**src/rtl/wavegen_pkg.sv**
```systemverilog
package wavegen_pkg;

  // Galois right-shift feedback masks for maximal-length sequences.
  function automatic logic [31:0] lfsr_mask(input int unsigned w);
    logic [31:0] m;
    case (w)
      3:       m = 32'h0000_0006;
      4:       m = 32'h0000_000C;
      5:       m = 32'h0000_0014;
      6:       m = 32'h0000_0030;
      7:       m = 32'h0000_0060;
      8:       m = 32'h0000_00B8;
      9:       m = 32'h0000_0110;
      10:      m = 32'h0000_0240;
      11:      m = 32'h0000_0500;
      12:      m = 32'h0000_0E08;
      13:      m = 32'h0000_1C80;
      14:      m = 32'h0000_3802;
      15:      m = 32'h0000_6000;
      16:      m = 32'h0000_D008;
      17:      m = 32'h0001_2000;
      18:      m = 32'h0002_0400;
      19:      m = 32'h0007_2000;
      20:      m = 32'h0009_0000;
      default: m = 32'h0000_00B8;
    endcase
    return m;
  endfunction

  // One Galois step on a zero-extended state.
  function automatic logic [31:0] lfsr_step(input logic [31:0] s, input logic [31:0] m);
    return (s >> 1) ^ (s[0] ? m : 32'h0);
  endfunction

  // k Galois steps, used only at elaboration to build advance columns.
  function automatic logic [31:0] lfsr_adv(input logic [31:0] s, input logic [31:0] m,
                                           input int unsigned k);
    logic [31:0] v;
    v = s;
    for (int unsigned n = 0; n < k; n++) v = lfsr_step(v, m);
    return v;
  endfunction

endpackage

```
**src/rtl/lfsr_core.sv**
```systemverilog
module lfsr_core #(
  parameter int unsigned W    = 8,
  parameter int unsigned SEED = 1
) (
  input  logic         clk,
  input  logic         rst_n,
  input  logic         en,
  output logic [W-1:0] state_o
);
  import wavegen_pkg::*;

  localparam logic [31:0]  MASK   = lfsr_mask(W);
  localparam logic [W-1:0] SEED_V = W'(SEED);
  localparam int unsigned  PERIOD = (1 << W) - 1;

  logic [W-1:0] st_q;
  logic [W-1:0] st_d;

  // next state: per-stage feedback, no XOR tree
  always_comb begin
    st_d = st_q;
    if (en) begin
      st_d = {1'b0, st_q[W-1:1]} ^ (st_q[0] ? MASK[W-1:0] : '0);
    end
  end

  always_ff @(posedge clk or negedge rst_n) begin
    if (!rst_n) st_q <= SEED_V;
    else        st_q <= st_d;
  end

  assign state_o = st_q;

  // step counter for the period check, independent of the state logic
  logic [W-1:0] chk_cnt_q;
  always_ff @(posedge clk or negedge rst_n) begin
    if (!rst_n)  chk_cnt_q <= '0;
    else if (en) chk_cnt_q <= (chk_cnt_q == W'(PERIOD - 1)) ? '0 : chk_cnt_q + 1'b1;
  end


  lfsr_nonzero_chk: assert property (@(posedge clk) disable iff (!rst_n) st_q != '0);


  lfsr_idle_hold_chk: assert property (@(posedge clk) disable iff (!rst_n)
    !en |=> $stable(st_q));


  lfsr_period_end_chk: assert property (@(posedge clk) disable iff (!rst_n)
    (en && chk_cnt_q == W'(PERIOD - 1)) |-> st_d == SEED_V);


  lfsr_no_short_cycle_chk: assert property (@(posedge clk) disable iff (!rst_n)
    (en && st_d == SEED_V) |-> chk_cnt_q == W'(PERIOD - 1));

endmodule

```
**src/rtl/phase_xform.sv**
```systemverilog
module phase_xform #(
  parameter int unsigned W    = 8,
  parameter int unsigned N    = 8,
  parameter int unsigned STEP = 1,
  parameter int unsigned SW   = 3
) (
  input  logic [W-1:0]  din,
  input  logic [SW-1:0] sel,
  output logic [W-1:0]  dout
);
  import wavegen_pkg::*;

  localparam logic [31:0] MASK = lfsr_mask(W);

  // col[j][i]: image of unit vector i after j*STEP steps
  logic [W-1:0] col [N][W];

  for (genvar j = 0; j < N; j++) begin : g_ofs
    for (genvar i = 0; i < W; i++) begin : g_bit
      localparam logic [31:0] CV = lfsr_adv(32'h1 << i, MASK, j * STEP);
      assign col[j][i] = CV[W-1:0];
    end
  end

  logic [SW-1:0] idx;
  logic [W-1:0]  acc;

  always_comb begin
    idx = ({1'b0, sel} < (SW+1)'(N)) ? sel : '0;
    acc = '0;
    for (int i = 0; i < W; i++) begin
      if (din[i]) acc = acc ^ col[idx][i];
    end
  end

  assign dout = acc;

endmodule

```
**src/rtl/sample_ram.sv**
```systemverilog
module sample_ram #(
  parameter int unsigned AW = 8,
  parameter int unsigned DW = 8
) (
  input  logic          clk,
  input  logic          rst_n,
  input  logic          we,
  input  logic [AW-1:0] waddr,
  input  logic [DW-1:0] wdata,
  input  logic [AW-1:0] raddr,
  output logic [DW-1:0] rdata
);
  localparam int unsigned DEPTH = 1 << AW;

  logic [DW-1:0] mem_q [DEPTH];
  logic [DW-1:0] rd_q;
  logic [DW-1:0] rd_d;

  // storage is not reset; writable at any time
  always_ff @(posedge clk) begin
    if (we) mem_q[waddr] <= wdata;
  end

  assign rd_d = mem_q[raddr];

  always_ff @(posedge clk or negedge rst_n) begin
    if (!rst_n) rd_q <= '0;
    else        rd_q <= rd_d;
  end

  assign rdata = rd_q;

endmodule

```
**src/rtl/lfsr_wavegen.sv**
```systemverilog
module lfsr_wavegen #(
  parameter int unsigned W  = 8,
  parameter int unsigned DW = 8,
  parameter int unsigned SW = $clog2(W)
) (
  input  logic          clk,
  input  logic          rst_n,
  input  logic          en,
  input  logic [SW-1:0] sel_coarse_i,
  input  logic [SW-1:0] sel_fine_i,
  input  logic          wr_en_i,
  input  logic [W-1:0]  wr_addr_i,
  input  logic [DW-1:0] wr_data_i,
  output logic [DW-1:0] sample_o
);
  localparam int unsigned N      = W;
  localparam int unsigned PERIOD = (1 << W) - 1;
  localparam int unsigned CSTEP  = PERIOD / N;

  // reset: asserted asynchronously, released on the clock
  logic [1:0] rsync_q;
  logic       rst_i;

  always_ff @(posedge clk or negedge rst_n) begin
    if (!rst_n) rsync_q <= '0;
    else        rsync_q <= {rsync_q[0], 1'b1};
  end
  assign rst_i = rsync_q[1];

  // registered phase selects
  logic [SW-1:0] sel_c_q, sel_c_d;
  logic [SW-1:0] sel_f_q, sel_f_d;

  always_comb begin
    sel_c_d = sel_coarse_i;
    sel_f_d = sel_fine_i;
  end

  always_ff @(posedge clk or negedge rst_i) begin
    if (!rst_i) begin
      sel_c_q <= '0;
      sel_f_q <= '0;
    end else begin
      sel_c_q <= sel_c_d;
      sel_f_q <= sel_f_d;
    end
  end

  logic [W-1:0] state;
  logic [W-1:0] mid_addr;
  logic [W-1:0] rd_addr;

  lfsr_core #(.W(W), .SEED(1)) u_core (
    .clk    (clk),
    .rst_n  (rst_i),
    .en     (en),
    .state_o(state)
  );

  phase_xform #(.W(W), .N(N), .STEP(CSTEP), .SW(SW)) u_coarse (
    .din (state),
    .sel (sel_c_q),
    .dout(mid_addr)
  );

  phase_xform #(.W(W), .N(N), .STEP(1), .SW(SW)) u_fine (
    .din (mid_addr),
    .sel (sel_f_q),
    .dout(rd_addr)
  );

  sample_ram #(.AW(W), .DW(DW)) u_ram (
    .clk  (clk),
    .rst_n(rst_i),
    .we   (wr_en_i),
    .waddr(wr_addr_i),
    .wdata(wr_data_i),
    .raddr(rd_addr),
    .rdata(sample_o)
  );


  rd_addr_nonzero_chk: assert property (@(posedge clk) disable iff (!rst_i)
    rd_addr != '0);


  fine_zero_ofs_chk: assert property (@(posedge clk) disable iff (!rst_i)
    (sel_f_q == '0) |-> rd_addr == mid_addr);

endmodule

```
**config.mk**
```make
export PLATFORM = sky130hd
export DESIGN_NAME = lfsr_wavegen
export DESIGN_NICKNAME = d
export VERILOG_FILES = /design/src/rtl/wavegen_pkg.sv /design/src/rtl/lfsr_core.sv /design/src/rtl/phase_xform.sv /design/src/rtl/sample_ram.sv /design/src/rtl/lfsr_wavegen.sv
export SDC_FILE = /design/constraint.sdc
export NUM_CORES = 2
export LEC_CHECK = 0
export CORE_AREA = 2 2 413 415
export DETAILED_ROUTE_END_ITERATION = 6
export DIE_AREA = 0 0 415 417
export DONT_BUFFER_PORTS = 1
export SLEW_MARGIN = 30
export SYNTH_ARGS = -nofsm -noshare
export SYNTH_HDL_FRONTEND = slang
export SYNTH_SLANG_ARGS = --single-unit
```
**constraint.sdc**
```tcl
create_clock -name clk -period 0.9 [get_ports clk]
set_input_delay 0.135 -clock clk [delete_from_list [all_inputs] [get_ports clk]]
set_output_delay 0.135 -clock clk [all_outputs]
set_load 0.05 [all_outputs]
```
Word-level counts from Yosys, hierarchy flattened
Memory sizes are Yosys's and may differ from the RTL's. A register that Yosys moved wholly into a read port is not among the register bits.
Index checks and enable logic that the tools add are counted.
W data, S select, Z words.
{"block": "totals", "mem_count": 3, "word_cells": 50, "out_inout_bits": 8, "inputBits": 26, "ram_bits": 2048, "reg_bits": 16, "romBits": 1024}
{"name": "u_ram.mem_q", "depth": 256, "word_bits": 8, "read_ports": 1, "rd_ports_with_merged_regs": 1, "wr": 1, "line": "sample_ram.sv:15", "text": "logic [DW-1:0] mem_q [DEPTH];"}
{"name": "(name not given)", "depth": 8, "word_bits": 64, "read_ports": 1, "rd_ports_with_merged_regs": 0, "wr": 0, "line": "phase_xform.sv:32", "text": "if (din[i]) acc = acc ^ col[idx][i];"}
{"name": "(name not given)", "depth": 8, "word_bits": 64, "read_ports": 1, "rd_ports_with_merged_regs": 0, "wr": 0, "line": "phase_xform.sv:32"}
{"block": "classes", "n_mux": 23, "order_cmp": 2, "reduce_logical": 1, "n_bitwise": 17}
{"cell": "$mux W64", "count": 4}
{"cell": "$mux W8", "count": 17}
{"cell": "$xor A8 B8 Y8", "count": 14}
{"cell": "$ge A4 B4 Y1 const B", "count": 2}
{"cell": "$not A3 Y4", "count": 2}
{"cell": "$xor A7 B8 Y8", "count": 1}
{"cell": "$mux W1", "count": 2}
{"cell": "$logic_not A1 Y1", "count": 1}

Depth between registers and ports, before layout
{"block": "depth", "word_depth": 34, "mapped_depth": 25, "ltp_nobuf": 18}

Modules after synthesis
Synthesis repeated with hierarchy kept, for this count alone.
{"block": "hier_totals", "hier_cells": 4270, "area_unflattened_um2": 83358.7}
{"mod": "sample_ram", "cells_per_inst": 3795, "seq_area_each_um2": 61699.2, "area_per_inst_um2": 80038.0, "n_inst": 1}
{"mod": "phase_xform at u_coarse", "cells_per_inst": 240, "seq_area_each_um2": 0.0, "area_per_inst_um2": 1569.0, "n_inst": 1}
{"mod": "phase_xform at u_fine", "cells_per_inst": 203, "seq_area_each_um2": 0.0, "area_per_inst_um2": 1229.9, "n_inst": 1}
{"mod": "lfsr_core", "cells_per_inst": 23, "seq_area_each_um2": 201.4, "area_per_inst_um2": 317.8, "n_inst": 1}
{"mod": "lfsr_wavegen", "cells_per_inst": 9, "seq_area_each_um2": 200.2, "area_per_inst_um2": 203.9, "n_inst": 1}

Least setup slack after synthesis
Ideal clock, no wire load.
{"block": "synth_timing", "path_type": "flip-flop to flip-flop", "start": "reg sel_c_q[1]", "end": "reg u_ram.rd_q[6], in the netlist u_ram.rdata[6], read port of u_ram.mem_q", "setup_time_ps": 139, "period_less_slack_ps": 5179, "required_time_ps": 761, "setup_slack_ps": -4279, "path_stages_with_launch": 21, "n_path_buf": 6, "t_arrival_ps": 5040, "cell_sequence": "dfrtp_1 -> clkbuf_1 -> inv_1 -> ha_1 -> buf_2 -> mux2i_1 -> nand2b_1 -> xnor3_1 -> xnor3_1 -> buf_2 -> o32ai_1 -> xnor3_1 -> xor2_1 -> buf_2 -> buf_2 -> buf_1 -> mux4_2 -> mux2i_1 -> o221ai_1 -> o41ai_1 -> o32ai_1"}
{"block": "synth_via", "elab_chain_cells": 34}
{"element": "start, declared", "line": "lfsr_wavegen.sv:31", "text": "logic [SW-1:0] sel_c_q, sel_c_d;"}
{"element": "start signal, assigned", "line": "lfsr_wavegen.sv:44", "text": "sel_c_q <= sel_c_d;"}
{"element": "$not A3 Y4 (implied by the code) (*)", "line": "phase_xform.sv:32"}
{"element": "$mem_v2 Z8 W64 (*)"}
{"element": "$mux W64 (implied by the code) (*) (2 in series)", "line": "phase_xform.sv:32"}
{"element": "$mux W8", "line": "phase_xform.sv:32"}
{"element": "$xor A8 B8 Y8", "line": "phase_xform.sv:32"}
{"element": "$mux W8", "line": "phase_xform.sv:32"}
{"element": "$xor A8 B8 Y8", "line": "phase_xform.sv:32"}
{"element": "$mux W8", "line": "phase_xform.sv:32"}
{"element": "(+17 left out)"}
{"element": "$xor A8 B8 Y8", "line": "phase_xform.sv:32"}
{"element": "$mux W8", "line": "phase_xform.sv:32"}
{"element": "$xor A8 B8 Y8", "line": "phase_xform.sv:32"}
{"element": "$mux W8", "line": "phase_xform.sv:32"}
{"element": "$xor A8 B8 Y8", "line": "phase_xform.sv:32"}
{"element": "$mux W8", "line": "phase_xform.sv:32"}
{"element": "$xor A8 B8 Y8", "line": "phase_xform.sv:32"}
{"element": "$mux W8 (*)", "line": "phase_xform.sv:32"}
{"element": "end, declared", "line": "sample_ram.sv:16", "text": "logic [DW-1:0] rd_q;"}
Every way passes the cells marked *; elsewhere a longest branch is shown, timed or not. The select of a mux whose other input is x is not followed.
A chain may end at the register's enable or synchronous reset.

Worst setup path after layout
{"block": "layout_timing", "start": "reg sel_c_q[1]", "end": "reg u_ram.rd_q[7], in the netlist u_ram.rdata[7], read port of u_ram.mem_q"}
Same word-level chain as after synthesis.

==> flow_metrics.py <==
metrics = {
    "outcome": {
        "status": "finished with violations",
        "violations": "negative hold slack, negative setup slack",
    },
    "cells_and_area": {
        "syn2layout_area_growth_pct": 25.1,
        "drive_gt1_share_pct": 31.9,
        "stdcell_area_sq_um": 105000,
        "antenna_cells": 0,
        "finalNonFillerCells": 8219,
        "nets": 5859,
    },
    "die": {
        "die_area_sq_um": 173000,
        "coreArea_sq_um": 169000,
        "start_util_pct": 49.6,
        "dieWidth_um": 415,
        "io_pins": 34,
        "row_count": 151,
        "die_h_um": 417,
    },
    "synthesis": {
        "synth_most_common_cell": "edfxtp_1",
        "synth.avg_cell_area_sq_um": 16.5,
        "synth_seq_cells": 2072,
        "ys_types": 67,
        "synth_top_cell_by_area": "edfxtp_1",
        "synth_cells": 5080,
        "netlist_top_cells_area": "edfxtp_1 (74%), mux4_2 (8.9%), nand2_1 (3.9%)",
        "yosys_warnings": 0,
        "synth_top_area_share_pct": 73.5,
        "synth_area_sq_um": 83600,
        "ys_async_sr_fraction_pct": 1.16,
        "synthTopCellsByCount": "edfxtp_1 (2,048), nand2_1 (880), nand3_1 (359)",
        "synth_edf_count": 2048,
        "synthFlopType": "edfxtp_1",
        "synth_nets": 5120,
        "ys_seq_area_share_pct": 74.2,
    },
    "routing": {
        "drt_iter0_markers": 6018,
        "dr_total_vias": 49000,
        "vias_per_cell": 5.96,
        "ant_nets": 0,
        "drcViolationCount": 0,
        "wire_per_inst_um": 28.6,
        "firstDrtPassIters": 5,
        "wirelength_mm": 235,
    },
    "placed_design": {
        "post-place-ws_ns": -4.95,
        "dp_hpwl_mm": 144,
        "portBuffers": 0,
        "place.gp.congestion": 0.908,
        "numPlacedInstances": 7720,
        "place_area_sq_um": 95100,
    },
    "worst_setup_path": {
        "worst-r2r-cell-count": 24,
        "path_class": "reg -> reg",
        "critPathLaunchType": "register",
        "worstPathMaxFanout": 6,
        "crit_required_ns": 1.63,
        "rr_startpoint": "sel_c_q[1]$_DFF_PN0_",
        "end_kind": "register",
        "crit_start": "sel_c_q[1]$_DFF_PN0_",
        "crit_arrival_ns": 6.02,
    },
    "sta": {
        "fin_tns_setup_ns": -41.87,
        "relSlewSlack_pct": 37.9,
        "skew_ns": 0.0460,
        "whs_ns": -0.603,
        "finalHoldViolCount": 3269,
        "max_freq_mhz": 189,
        "setup_ws_ns": -4.39,
        "rsz0062_at_grt": "yes",
        "maxSlewViolCount": 0,
        "period_share_pct": 588,
        "fin_crit_ns": 5.29,
        "tightestPinTransition_ns": 0.931,
        "finalSetupViolations": 24,
    },
    "cts": {
        "insertion_delay_ns": 0.86,
        "h-tree-depth": 4,
        "cts.sinks": 2072,
        "clock_tree.root_cell": "clkbuf_16",
        "cts.clk_slew.worst_paths_ns": 0.06,
        "cts_hold_buf": 18,
        "clk_path_buf_depth": 3,
        "numCtsBuffers": 210,
        "cts_tree": "built",
    },
    "min_path": {
        "hp-start": "wr_data_i[4]",
        "whs_path_depth": 0,
        "hold_class": "in -> reg",
    },
    "global_routing": {
        "grtUsageTotal_pct": 27.1,
        "grt_pass1_vias": 48400,
        "grt_pass1_wl_mm": 341,
        "grt_max_degree": 257,
        "antenna_found_initial": 4,
        "grt_overflow": 0,
    },
    "run": {
        "cap_violations": 0,
    },
}
==> final timing paths <==
path | slack (ns) | end
hold reg to reg | 0.25 | u_ram.rdata[1]$_DFF_PN0_
setup / recovery | -4.39 | u_ram.rdata[7]$_DFF_PN0_
min in group asynchronous | 0.04 | rsync_q[0]$_DFF_PN0_
max in group asynchronous | 0.39 | u_core.state_o[0]$_DFFE_PN1P_
hold / removal | -0.60 | u_ram.mem_q[219][4]$_DFFE_PP_
setup reg to reg | -4.39 | u_ram.rdata[7]$_DFF_PN0_
==> sequential cells by signal (all words and copies together) (netlist names) <==
signal and cells:
sel_c_q 3, u_ram.rdata 8, sel_f_q 3, u_ram.mem_q 2048, u_core.state_o 8, rsync_q 2
==> worst max-delay path, stage by stage (launching register included) <==
cell and delay, ns:
dfrtp_2 0.44, clkinv_4 0.09, ha_4 0.31, buf_6 0.12, buf_6 0.09, nand2_2 0.04, xor2_1 0.13, xnor3_1 0.24
xor3_1 0.47, buf_6 0.15, nor2_4 0.04, xnor2_2 0.22, xnor2_2 0.16, xnor3_4 0.50, buf_12 0.18, buf_12 0.15
buf_12 0.14, buf_12 0.14, mux4_2 0.43, mux2i_1 0.17, buf_4 0.17, o21ai_4 0.08, a211o_4 0.37, a21oi_4 0.22
o21ai_1 0.09
==> logic make-up (layout without fill, tap and decap cells) <==
kind of cell             Yosys count  after routing  synth area share (%)
AND/OR/NAND/NOR                 1699           1699                  8.60
buffers and inverters            323           1244                  1.77
AO/OA/AOI/OAI                    394            394                  3.08
other                              1              1               0.00448
multiplexers                     476            476                  10.7
adder cells (fa/ha/maj)           14             14                 0.209
XOR/XNOR                         101            101                  1.39
flip-flops                      2072           2072                  74.2
==> cell type report <==
type                       count  area (sq um)
timing repair buffer         839          9800
clock buffer                 250          5410
clock inverter               144          1650
inverter                      11          53.8
fill                       12100         63800
tap                         2218          2780
multi-input combinational   2685         22900
sequential                  2072         62100
==> repair_timing <==
item	CTS	global route
cloned	8	5
resized for setup	190	111
pin swaps	39	56
setup endpoints to repair	24	1944
setup buffers	37	40
hold endpoints to repair	3967	3623
==> per-stage QoR <==
stage / util, % / hold slack (ns)
after floorplan: - / -0.161
after global placement: 56.4 / -0.160
after detailed placement: 56.4 / -0.160
after CTS: 61.6 / -0.666
after global routing: 62.1 / -0.646
final: 62.1 / -0.603
==> per-layer routing <==
metal	routed length, um	share of wire (%)	vias up	global-route usage [%]
met1	97500	41	25400	38.8
met4	6800	2.9	2	7.83
met5	13	0.0055	-	0
met2	113000	48	1993	43.1
li1	-	-	21200	-
met3	18100	7.7	363	4.66
==> placed cells by master (no fill, tap or decap), drive strengths merged, types with 27 or more instances in the layout <==
master / instances
and3: 31
mux2i: 100
o21ai: 51
o22ai: 57
clkbuf: 257
mux2: 46
xnor2: 60
nand3: 359
mux4: 330
clkinv: 99
buf: 810
edfxtp: 2048
a21oi: 126
a31oi: 28
nand2: 880
nor2: 326
bufinv: 27
Power is left out: the tool's default activity adds up to more than one toggle a clock period on the data nets, which glitch-free logic cannot reach.
